`src/rtl/uart_rx_pkg.sv`:
```
package uart_rx_pkg;
    // Which part of the frame the receiver is working on
    typedef enum logic [1:0] {
        RX_IDLE  = 2'd0,
        RX_START = 2'd1,
        RX_DATA  = 2'd2,
        RX_STOP  = 2'd3
    } rx_state_e;
endpackage

```
`src/rtl/rx_sync.sv`:
```
module rx_sync #(
    parameter int   STAGES  = 2,
    parameter logic RST_VAL = 1'b1
) (
    input  logic clk_i,
    input  logic rst_ni,
    input  logic d_i,
    output logic q_o
);
    logic [STAGES-1:0] chain_d, chain_q;

    generate
        if (STAGES == 1) begin : g_one
            always_comb chain_d = d_i;
        end else begin : g_many
            always_comb chain_d = {chain_q[STAGES-2:0], d_i};
        end
    endgenerate

    always_ff @(posedge clk_i or negedge rst_ni) begin
        if (!rst_ni) chain_q <= {STAGES{RST_VAL}};
        else         chain_q <= chain_d;
    end

    assign q_o = chain_q[STAGES-1];
endmodule

```
`src/rtl/rx_vote.sv`:
```
module rx_vote (
    input  logic a_i,
    input  logic b_i,
    input  logic c_i,
    output logic maj_o,
    output logic noisy_o
);
    // 2-of-3 majority; disagreement when some but not all samples are 1
    assign maj_o   = (a_i & b_i) | (a_i & c_i) | (b_i & c_i);
    assign noisy_o = (a_i | b_i | c_i) & ~(a_i & b_i & c_i);
endmodule

```
`src/rtl/rx_idle_cnt.sv`:
```
module rx_idle_cnt #(
    parameter int OVS      = 16,
    parameter int DATA_MAX = 9
) (
    input  logic clk_i,
    input  logic rst_ni,
    input  logic tick_i,
    input  logic line_i,
    input  logic idle_i,
    input  logic restart_i,
    input  logic nine_i,
    output logic clr_o
);
    localparam int LIM_LONG  = OVS * (DATA_MAX + 2);
    localparam int LIM_SHORT = OVS * (DATA_MAX + 1);
    localparam int CW        = $clog2(LIM_LONG + 1);

    logic [CW-1:0] cnt_d, cnt_q;
    logic [CW-1:0] lim;
    logic [CW:0]   cnt_inc;

    assign lim     = nine_i ? CW'(LIM_LONG) : CW'(LIM_SHORT);
    assign cnt_inc = {1'b0, cnt_q} + {{CW{1'b0}}, 1'b1};

    always_comb begin
        cnt_d = cnt_q;
        if (restart_i) begin
            cnt_d = '0;
        end else if (tick_i) begin
            if (idle_i && line_i) begin
                if (cnt_q < lim) cnt_d = cnt_inc[CW-1:0];
            end else begin
                cnt_d = '0;
            end
        end
    end

    always_ff @(posedge clk_i or negedge rst_ni) begin
        if (!rst_ni) cnt_q <= '0;
        else         cnt_q <= cnt_d;
    end

    // Release pulse on the tick that completes a full character of idle line
    assign clr_o = tick_i && idle_i && line_i && !restart_i && (cnt_inc >= {1'b0, lim});
endmodule

```
`src/rtl/uart_os_rx.sv`:
```
module uart_os_rx
    import uart_rx_pkg::*;
#(
    parameter int OVS         = 16,
    parameter int DATA_MAX    = 9,
    parameter int SYNC_STAGES = 2
) (
    input  logic                clk_i,
    input  logic                rst_ni,
    input  logic                tick_i,
    input  logic                rxd_i,
    input  logic                nine_bit_i,
    input  logic                standby_set_i,
    input  logic                rd_i,
    output logic [DATA_MAX-1:0] data_o,
    output logic                full_o,
    output logic                noise_o,
    output logic                frame_err_o,
    output logic                overrun_o,
    output logic                standby_o,
    output logic                irq_o
);
    localparam int SW = $clog2(OVS);
    localparam int BW = $clog2(DATA_MAX + 1);
    // sub-tick indices are RT number minus one
    localparam logic [SW-1:0] SUB_A    = SW'(OVS / 2 - 1);
    localparam logic [SW-1:0] SUB_B    = SW'(OVS / 2);
    localparam logic [SW-1:0] SUB_C    = SW'(OVS / 2 + 1);
    localparam logic [SW-1:0] SUB_LAST = SW'(OVS - 1);

    typedef struct packed {
        rx_state_e           st;
        logic [SW-1:0]       sub;
        logic [BW-1:0]       bitn;
        logic                nine;
        logic [DATA_MAX-1:0] shreg;
        logic [1:0]          smp;
        logic                nacc;
        logic [DATA_MAX-1:0] data;
        logic                full;
        logic                noise;
        logic                ferr;
        logic                ovr;
        logic                stby;
        logic                last_line;
    } rx_regs_t;

    localparam rx_regs_t RX_RESET = '{
        st: RX_IDLE, sub: '0, bitn: '0, nine: 1'b0, shreg: '0, smp: '0,
        nacc: 1'b0, data: '0, full: 1'b0, noise: 1'b0, ferr: 1'b0,
        ovr: 1'b0, stby: 1'b0, last_line: 1'b1
    };

    rx_regs_t q, n;

    logic                line;
    logic                maj, noisy;
    logic                idle_clr;
    logic [SW-1:0]       sub_nx;
    logic [BW-1:0]       last_bit;
    logic [DATA_MAX-1:0] dmask;

    rx_sync #(.STAGES(SYNC_STAGES), .RST_VAL(1'b1)) sync_i (
        .clk_i  (clk_i),
        .rst_ni (rst_ni),
        .d_i    (rxd_i),
        .q_o    (line)
    );

    rx_vote vote_i (
        .a_i     (q.smp[0]),
        .b_i     (q.smp[1]),
        .c_i     (line),
        .maj_o   (maj),
        .noisy_o (noisy)
    );

    rx_idle_cnt #(.OVS(OVS), .DATA_MAX(DATA_MAX)) idle_i (
        .clk_i     (clk_i),
        .rst_ni    (rst_ni),
        .tick_i    (tick_i),
        .line_i    (line),
        .idle_i    (q.st == RX_IDLE),
        .restart_i (standby_set_i),
        .nine_i    (nine_bit_i),
        .clr_o     (idle_clr)
    );

    assign sub_nx   = q.sub + 1'b1;
    assign last_bit = q.nine ? BW'(DATA_MAX) : BW'(DATA_MAX - 1);
    assign dmask    = q.nine ? {DATA_MAX{1'b1}} : {1'b0, {(DATA_MAX-1){1'b1}}};

    always_comb begin
        n = q;

        // read acknowledge applies before any completion in the same cycle
        if (rd_i) begin
            n.full  = 1'b0;
            n.ovr   = 1'b0;
            n.noise = 1'b0;
            n.ferr  = 1'b0;
        end

        if (tick_i) begin
            n.last_line = line;
            if (q.st == RX_IDLE) begin
                if (q.last_line && !line) begin
                    n.st   = RX_START;
                    n.sub  = '0;
                    n.bitn = '0;
                    n.nine = nine_bit_i;
                    n.nacc = 1'b0;
                end
            end else begin
                n.sub = sub_nx;
                if (sub_nx == SUB_A) n.smp[0] = line;
                if (sub_nx == SUB_B) n.smp[1] = line;
                if (sub_nx == SUB_C) begin
                    case (q.st)
                        RX_START: begin
                            if (maj) n.st   = RX_IDLE;
                            else     n.nacc = noisy;
                        end
                        RX_DATA: begin
                            for (int i = 0; i < DATA_MAX; i++) begin
                                if (q.bitn == BW'(i + 1)) n.shreg[i] = maj;
                            end
                            n.nacc = q.nacc | noisy;
                        end
                        RX_STOP: begin
                            n.st = RX_IDLE;
                            if (n.full) begin
                                n.ovr = 1'b1;
                            end else begin
                                n.data  = q.shreg & dmask;
                                n.noise = q.nacc | noisy;
                                n.ferr  = ~maj;
                                n.full  = ~q.stby;
                            end
                        end
                        default: ;
                    endcase
                end
                if (q.sub == SUB_LAST) begin
                    case (q.st)
                        RX_START: begin
                            n.st   = RX_DATA;
                            n.bitn = BW'(1);
                        end
                        RX_DATA: begin
                            if (q.bitn == last_bit) n.st   = RX_STOP;
                            else                    n.bitn = q.bitn + 1'b1;
                        end
                        default: ;
                    endcase
                end
            end
        end

        if (idle_clr)      n.stby = 1'b0;
        if (standby_set_i) n.stby = 1'b1;
    end

    always_ff @(posedge clk_i or negedge rst_ni) begin
        if (!rst_ni) q <= RX_RESET;
        else         q <= n;
    end

    assign data_o      = q.data;
    assign full_o      = q.full;
    assign noise_o     = q.noise;
    assign frame_err_o = q.ferr;
    assign overrun_o   = q.ovr;
    assign standby_o   = q.stby;
    assign irq_o       = (q.full | q.ovr) & ~q.stby;
endmodule

```
`config.mk`:
```
export PLATFORM = sky130hd
export DESIGN_NAME = uart_os_rx
export DESIGN_NICKNAME = d
export VERILOG_FILES = /design/src/rtl/uart_rx_pkg.sv /design/src/rtl/rx_sync.sv /design/src/rtl/rx_vote.sv /design/src/rtl/rx_idle_cnt.sv /design/src/rtl/uart_os_rx.sv
export SDC_FILE = /design/constraint.sdc
export NUM_CORES = 1
export LEC_CHECK = 0
export CELL_PAD_IN_SITES_DETAIL_PLACEMENT = 0
export CELL_PAD_IN_SITES_GLOBAL_PLACEMENT = 1
export CORE_ASPECT_RATIO = 1.4
export CORE_MARGIN = 2
export CORE_UTILIZATION = 40
export CTS_CLUSTER_SIZE = 12
export DETAILED_ROUTE_END_ITERATION = 8
export DONT_BUFFER_PORTS = 1
export PLACE_DENSITY_LB_ADDON = 0.1
export SLEW_MARGIN = 40
export SYNTH_ARGS = -nofsm -noshare
export SYNTH_HDL_FRONTEND = slang
export SYNTH_HIERARCHICAL = 1
export SYNTH_SLANG_ARGS = --single-unit
export TNS_END_PERCENT = 1
```
`constraint.sdc`:
```
create_clock -name clk_i -period 2.6 [get_ports clk_i]
set_input_delay 0.13 -clock clk_i [delete_from_list [all_inputs] [get_ports clk_i]]
set_output_delay 0.13 -clock clk_i [all_outputs]
set_load 0.01 [all_outputs]
```
==> summary.md, run 1 <==
| Metric | Value |
|---|---|
| Residual DRC | 0 |
| Crit-path slowest cell | dfrtp_1 |
| Pins Over Slew Limit | 0 |
| Largest area contributor in the netlist | dfrtp_1 |
| CP max stage delay | 0.42 ns |
| Worst Skew | 0.00659 ns |
| Synth cell types | between 60 and 70 |
| IO Count | 22 |
| Hold Path Class | input port to register |
| Reg-to-reg slack, setup | between 0.2 and 0.3 ns |
| H-Tree Depth | 2 |
| Post-layout util | 43.9% |
| Mapped Cells | 283 |
| Post-synth top area share | 39.4% |
| Clock slew at reported path FFs | 0.09 ns |
| CTS tree | built |
| Initial antenna violation count | 0 |
| RSZ-0062 raised after global routing | no |
| Initial DRC count | 102 |
| Final critical-path required period | about 2.3 ns |
| Die area | about 8000 µm² |
| R2R Path Start | idle_i/cnt_q[0]$_DFFE_PN0P_ |
| Post-route total power | 1900 µW |
| Via/cell ratio | approximately 5.4 |
| Asr flop ratio synth | 100% |
| Synth Flop Type | dfrtp_1 |
| Port buffer count | 0 |
| Max Root-Sink Buffers | 2 |
| Worst-path maximum fanout | 6 |
| WL per Instance | between 15 and 20 µm |
| Total Nets Final | between 300 and 400 |
| Reg-to-reg critical path endpoint | standby_o$_DFFE_PN0P_ |
| Total of max-cap violations | 0 |
| Worst path arrival time | approximately 2.6 ns |
| Worst Path Required | between 2 and 3 ns |
| DIE HEIGHT | roughly 100 µm |
| CP cell instances | ha_1 -> nand3_1 -> xor2_1 -> ha_1 -> o2111ai_1 -> a211o_1 -> a22o_1 -> a21oi_1 -> inv_1 -> a21o_1 |
| Diode count | 0 |
| Synth warn | 6 |
| CP startpoint | idle_i/cnt_q[0]$_DFFE_PN0P_ |
| Detailed placement HPWL | 4250 µm |
| Worst R2R Path Depth | 10 |
| Peak supply drop | between 0.0002 and 0.00025 V |
| Synth Register Bits | between 40 and 50 |
| Die Width | around 75 µm |
| Pwr per Cell Area | 623 nW/µm² |
| CP endpoint | standby_o$_DFFE_PN0P_ |
| Via count | 2,023 |
| Clock latency at the later pin of the worst-skew pair | around 0.30 ns |
| Sequential area share after synthesis | 42.1% |
| Vias in the first global route | about 2k |
| CP startpoint kind | register |
| Root buffer cell | clkbuf_8 |
| Share of cells above drive strength 1 | roughly 14% |
| Largest net degree at the start of global routing | 49 |
| Grt total ovfl | 0 |
| Cell Rows | 36 |
| Slew of the pin with the lowest slew margin | 0.514 ns |
| Core region area | ~6900 µm² |
| Antenna Nets Post-Route | 0 |
| Inserted Clock Buffers | 5 |
| P&R area growth vs syn | 6.39% |
| Clock Sinks | 48 |
| Rel. slew slack | 65.3% |
| Post-Syn Area | between 2000 and 3000 µm² |
| Final Setup Violations | 0 |
| Starting Density | approximately two fifths |
| Top cell by count, worst path | ha_1 |
| First-pass GRT wire length | 9690 µm |
| GPL Wtd Cong | between 0.7 and 0.8 |
| Syn_nets | ~310 |
| Gr usage total | 15.7% |
| DRT Pass-1 Iters | 4 |
| LEAKAGE | between 0.001 and 0.0015 µW |
| Post-Route WL | about 5800 µm |
| Status | complete, no violations |
| Fmax | 426 MHz |
| Crit path capture type | register |
| Syn Area/Cell | around 10 µm² |
| Final Hold Vio Count | 0 |
| Critical setup path kind | register to register |
| EDFF count, synth | 0 |
| Largest cells by area after synthesis | dfrtp_1, ha_1, mux2_4, nand2_1, mux2_1 |
| Final period util | between 90% and 100% |
| TNS Setup | 0 ns |
[cells in the mapped netlist, types with 7 or more instances]
| cell | count |
|---|---|
| nand2b_1 | 7 |
| buf_4 | 10 |
| nor3_1 | 13 |
| nand2_1 | 25 |
| inv_1 | 15 |
| dfrtp_1 | 45 |
| o21ai_0 | 9 |
| nand3_1 | 13 |
| mux2_4 | 7 |
| mux2_1 | 8 |
| ha_1 | 15 |
| nor2_1 | 13 |
| a21oi_1 | 9 |
[power by group]
part	internal [µW]	total [µW]	switching, µW
Clock	217	462	245
Sequential	826	950	124
Combinational	202	484	282
[how the worst min path moves through the flow]
| stage | from | end | slack [ns] | cells after the start |
|---|---|---|---|---|
| 2_1_floorplan | rst_ni | data_o[0]$_DFFE_PN0P_ | -0.17 | 0 |
| 3_3_place_gp | rst_ni | overrun_o$_DFF_PN0_ | -0.16 | 0 |
| 3_5_place_dp | rst_ni | overrun_o$_DFF_PN0_ | -0.16 | 0 |
| 4_1_cts | rd_i | full_o$_DFF_PN0_ | 0.04 | 2 |
| 5_1_grt | rd_i | full_o$_DFF_PN0_ | 0.05 | 2 |
| 6_report | rd_i | full_o$_DFF_PN0_ | 0.04 | 2 |
[worst max-delay path, delay by kind of cell, from the launching register on]
family | cells | cell delay [ns]
adder cells (fa/ha/maj) | 2 | 0.56
AO/OA/AOI/OAI | 5 | 0.94
AND/OR/NAND/NOR | 1 | 0.11
flip-flops | 1 | 0.42
XOR/XNOR | 1 | 0.17
buffers and inverters | 1 | 0.05
[kinds of logic after synthesis]
| family | synth area share [%] |
|---|---|
| simple gates | 18.4 |
| compound gates | 13.7 |
| flops | 42.1 |
| buf+inv | 7.00 |
| mux | 10.6 |
| fa+ha+maj | 6.96 |
| xor+xnor | 1.23 |
[layout by cell type (no fill, tap or decap), types with 8 or more instances in the layout]
cell     Yosys  layout
dfrtp_1     45      45
nand2_1     25      25
inv_1       15      15
ha_1        15      15
nor2_1      13      13
nand3_1     13      13
nor3_1      13      13
a21oi_1      9       9
o21ai_0      9       9
mux2_1       8       8
[layer usage]
metal | track usage, % | part of all wire, % | vias up
met5 | 0 | 0 | -
met4 | 5.76 | 2.2 | 0
met3 | 2.71 | 3.2 | 11
met2 | 27.2 | 51 | 48
met1 | 18.8 | 43 | 977
li1 | - | - | 987
[flip-flops by register name, summed over array words and instances (netlist names)]
signal	flops
idle_i/cnt_q	8
overrun_o	1
full_o	1
data_o	9
noise_o	1
standby_o	1
q	24
sync_i/chain_q	2
frame_err_o	1
[timing repair]
item,CTS,global route
hold buffers,7,0
endpoints found under the setup margin,0,0
endpoints found under the hold margin,55,0
buffers inserted,0,0
resized for setup,0,0
[stage by stage]
stage          setup WS [ns]  hold WS [ns]  std cells  instance area, µm²
2_1_floorplan          0.393        -0.166        283                2860
3_5_place_dp           0.256        -0.164        360                2870
4_1_cts                0.228        0.0358        375                3040
5_1_grt               0.0809        0.0490        375                3040
3_3_place_gp           0.313        -0.165        360                2870
6_report               0.254        0.0450        375                3040
[layout make-up]
class                   count  area [µm²]
inverters                  15        56.3
clock buffers               8        90.1
well taps                  95         119
fillers                   705        3890
repair buffers             11         118
multi-input cells         198        1460
flip-flops and latches     48        1200
(Power assumes the default switching activity.)
==> run 2: changes to the inputs <==
MAX_ROUTING_LAYER = met4   (was not set)
==> summary.md, run 2 (synthesis gave the netlist of run 1 again) <==
| Metric | Value |
|---|---|
| CP startpoint kind | register (unchanged) |
| Die area | 7850 µm² (unchanged) |
| Pins Over Slew Limit | 0 (unchanged) |
| GPL Wtd Cong | 0.787 (was 0.776) |
| Internal power | 1250 µW (unchanged) |
| Largest net degree at the start of global routing | 49 (unchanged) |
| Final Hold Vio Count | 0 (unchanged) |
| LEAKAGE | 0.00135 µW (unchanged) |
| Combinational power share | 25.5% (about the same) |
| Non-filler instance count after layout | 375 (unchanged) |
| Die Width | 75.5 µm (unchanged) |
| RSZ-0062 raised after global routing | no (unchanged) |
| Max FFs per register | 24 (unchanged) |
| Core region area | 6940 µm² (unchanged) |
| Critical setup path kind | register to register (unchanged) |
| DIE HEIGHT | 104 µm (unchanged) |
| Total of max-cap violations | 0 (unchanged) |
| Most frequent cells in the layout | dfrtp_1, nand2_1, inv_1, ha_1 (unchanged) |
| Worst-path maximum fanout | 6 (unchanged) |
| Hold Worst Slack | 0.0452 ns (was 0.0450 ns) |
| Initial antenna violation count | 0 (unchanged) |
| Total Nets Final | 301 (unchanged) |
| Final period util | 90.2% (about the same) |
| Worst R2R Path Depth | 10 (unchanged) |
| Clock Power Share | 24.4% (about the same) |
| Grt total ovfl | 0 (unchanged) |
| Status | complete, no violations (unchanged) |
| Root buffer cell | clkbuf_8 (unchanged) |
| CP endpoint | standby_o$_DFFE_PN0P_ (unchanged) |
| Clock Sinks | 48 (unchanged) |
| Vias in the first global route | 1,961 (was 1,960) |
| Inserted Clock Buffers | 5 (unchanged) |
| WL per Instance | 15.4 µm (about the same) |
| Dpl cells | 360 (unchanged) |
| Post-layout util | 43.9% (unchanged) |
| PnR worst setup slack | 0.255 ns (was 0.254 ns) |
| Residual DRC | 0 (unchanged) |
| Share of cells above drive strength 1 | 13.9% (unchanged) |
| IO Count | 22 (unchanged) |
| Max Root-Sink Buffers | 2 (unchanged) |
| Starting Density | 41.2% (unchanged) |
| Slew of the pin with the lowest slew margin | 0.512 ns (was 0.514 ns) |
| Initial DRC count | 101 (was 102) |
| Worst Path Required | 2.80 ns (about the same) |
| Most common cell after layout, fill and taps aside | dfrtp_1 (unchanged) |
| Clock slew at reported path FFs | 0.09 ns (about the same) |
| Sw frac | 34.3% (about the same) |
| Post-Route WL | 5770 µm (about the same) |
| Seq pwr share | 50.1% (about the same) |
| Sw Pwr | 650 µW (about the same) |
| Post-place setup slack | 0.256 ns (unchanged) |
| Final critical-path required period | 2.35 ns (about the same) |
| Hold Path Class | input port to register (unchanged) |
| DRT Pass-1 Iters | 4 (unchanged) |
| Crit path capture type | register (unchanged) |
| H-Tree Depth | 2 (unchanged) |
| Pwr per Cell Area | 623 nW/µm² (about the same) |
| Worst path arrival time | 2.54 ns (was 2.55 ns) |
| Reg-to-reg critical path endpoint | standby_o$_DFFE_PN0P_ (unchanged) |
| Cell Rows | 36 (unchanged) |
| Fmax | 426 MHz (about the same) |
| Rel. slew slack | 65.4% (was 65.3%) |
| Worst Skew | 0.00659 ns (unchanged) |
| TNS Setup | 0 ns (unchanged) |
| Via/cell ratio | 5.39 (unchanged) |
| Clock latency at the later pin of the worst-skew pair | 0.30 ns (about the same) |
| Gr usage total | 16.1% (was 15.7%) |
| Diode count | 0 (unchanged) |
| R2R Path Start | idle_i/cnt_q[0]$_DFFE_PN0P_ (unchanged) |
| Peak supply drop | 0.000239 V (unchanged) |
| Via count | 2,023 (unchanged) |
| Reg-to-reg slack, setup | 0.25 ns (about the same) |
| Reg with most FFs | q (unchanged) |
| Detailed placement HPWL | 4250 µm (unchanged) |
| Port buffer count | 0 (unchanged) |
| P&R area growth vs syn | 6.39% (unchanged) |
| CP startpoint | idle_i/cnt_q[0]$_DFFE_PN0P_ (unchanged) |
| Final Setup Violations | 0 (unchanged) |
| Antenna Nets Post-Route | 0 (unchanged) |
| First-pass GRT wire length | 9680 µm (was 9690 µm) |
| CTS tree | built (unchanged) |
[run 2: cell counts in the layout (fill, tap and decap cells not counted)]
No cell type changed its count.
[run 2: layout make-up]
class                   instances  area (µm²)
well taps                      95         119
repair buffers                 11         118
inverters                      15        56.3
flip-flops and latches         48        1200
fillers                       705        3890
multi-input cells             198        1460
clock buffers                   8        90.1
[run 2: layer usage]
layer  wire [µm]  global-route usage [%]  vias to the layer above  share of wire [%]
met5           0                       -                        -                  0
met4         123                    5.76                        0                2.1
met3         192                    2.71                       11                3.3
met2        2970                    27.2                       48                 51
met1        2490                    18.8                      977                 43
li1            -                       -                      987                  -
[run 2: power groups by stage]
| stage | Clock [µW] | Combinational (µW) | Sequential, µW |
|---|---|---|---|
| final | 462 | 484 | 950 |
| after detailed placement | 0 | 461 | 966 |
| after global placement | 0 | 466 | 964 |
| after global routing | 520 | 550 | 975 |
| after floorplan | 0 | 397 | 912 |
| after CTS | 489 | 492 | 951 |
[run 2: how the worst min path moves through the flow]
stage / start / endpoint / slack (ns) / depth (start not counted)
final: rd_i / full_o$_DFF_PN0_ / 0.05 / 2
after global routing: rd_i / full_o$_DFF_PN0_ / 0.05 / 2
after CTS: rd_i / full_o$_DFF_PN0_ / 0.04 / 2
after detailed placement: rst_ni / overrun_o$_DFF_PN0_ / -0.16 / 0
after global placement: rst_ni / overrun_o$_DFF_PN0_ / -0.16 / 0
after floorplan: rst_ni / data_o[0]$_DFFE_PN0P_ / -0.17 / 0
[run 2: critical path: stages (launching register included)]
cell and delay [ns]:
dfrtp_1 0.42, ha_1 0.27, nand3_1 0.11, xor2_1 0.17
ha_1 0.29, o2111ai_1 0.11, a211o_1 0.31, a22o_1 0.23
a21oi_1 0.13, inv_1 0.05, a21o_1 0.16
[run 2: what timing repair did]
action	CTS	global route
hold buffers	7	0
setup buffers	0	0
gates resized for setup	0	0
endpoints found under the hold margin	55	0
[run 2: through the flow]
stage | total power [µW] | area [µm²]
after floorplan | 1310 | 2860
after global placement | 1430 | 2870
after detailed placement | 1430 | 2870
after CTS | 1930 | 3040
after global routing | 2040 | 3040
final | 1900 | 3040
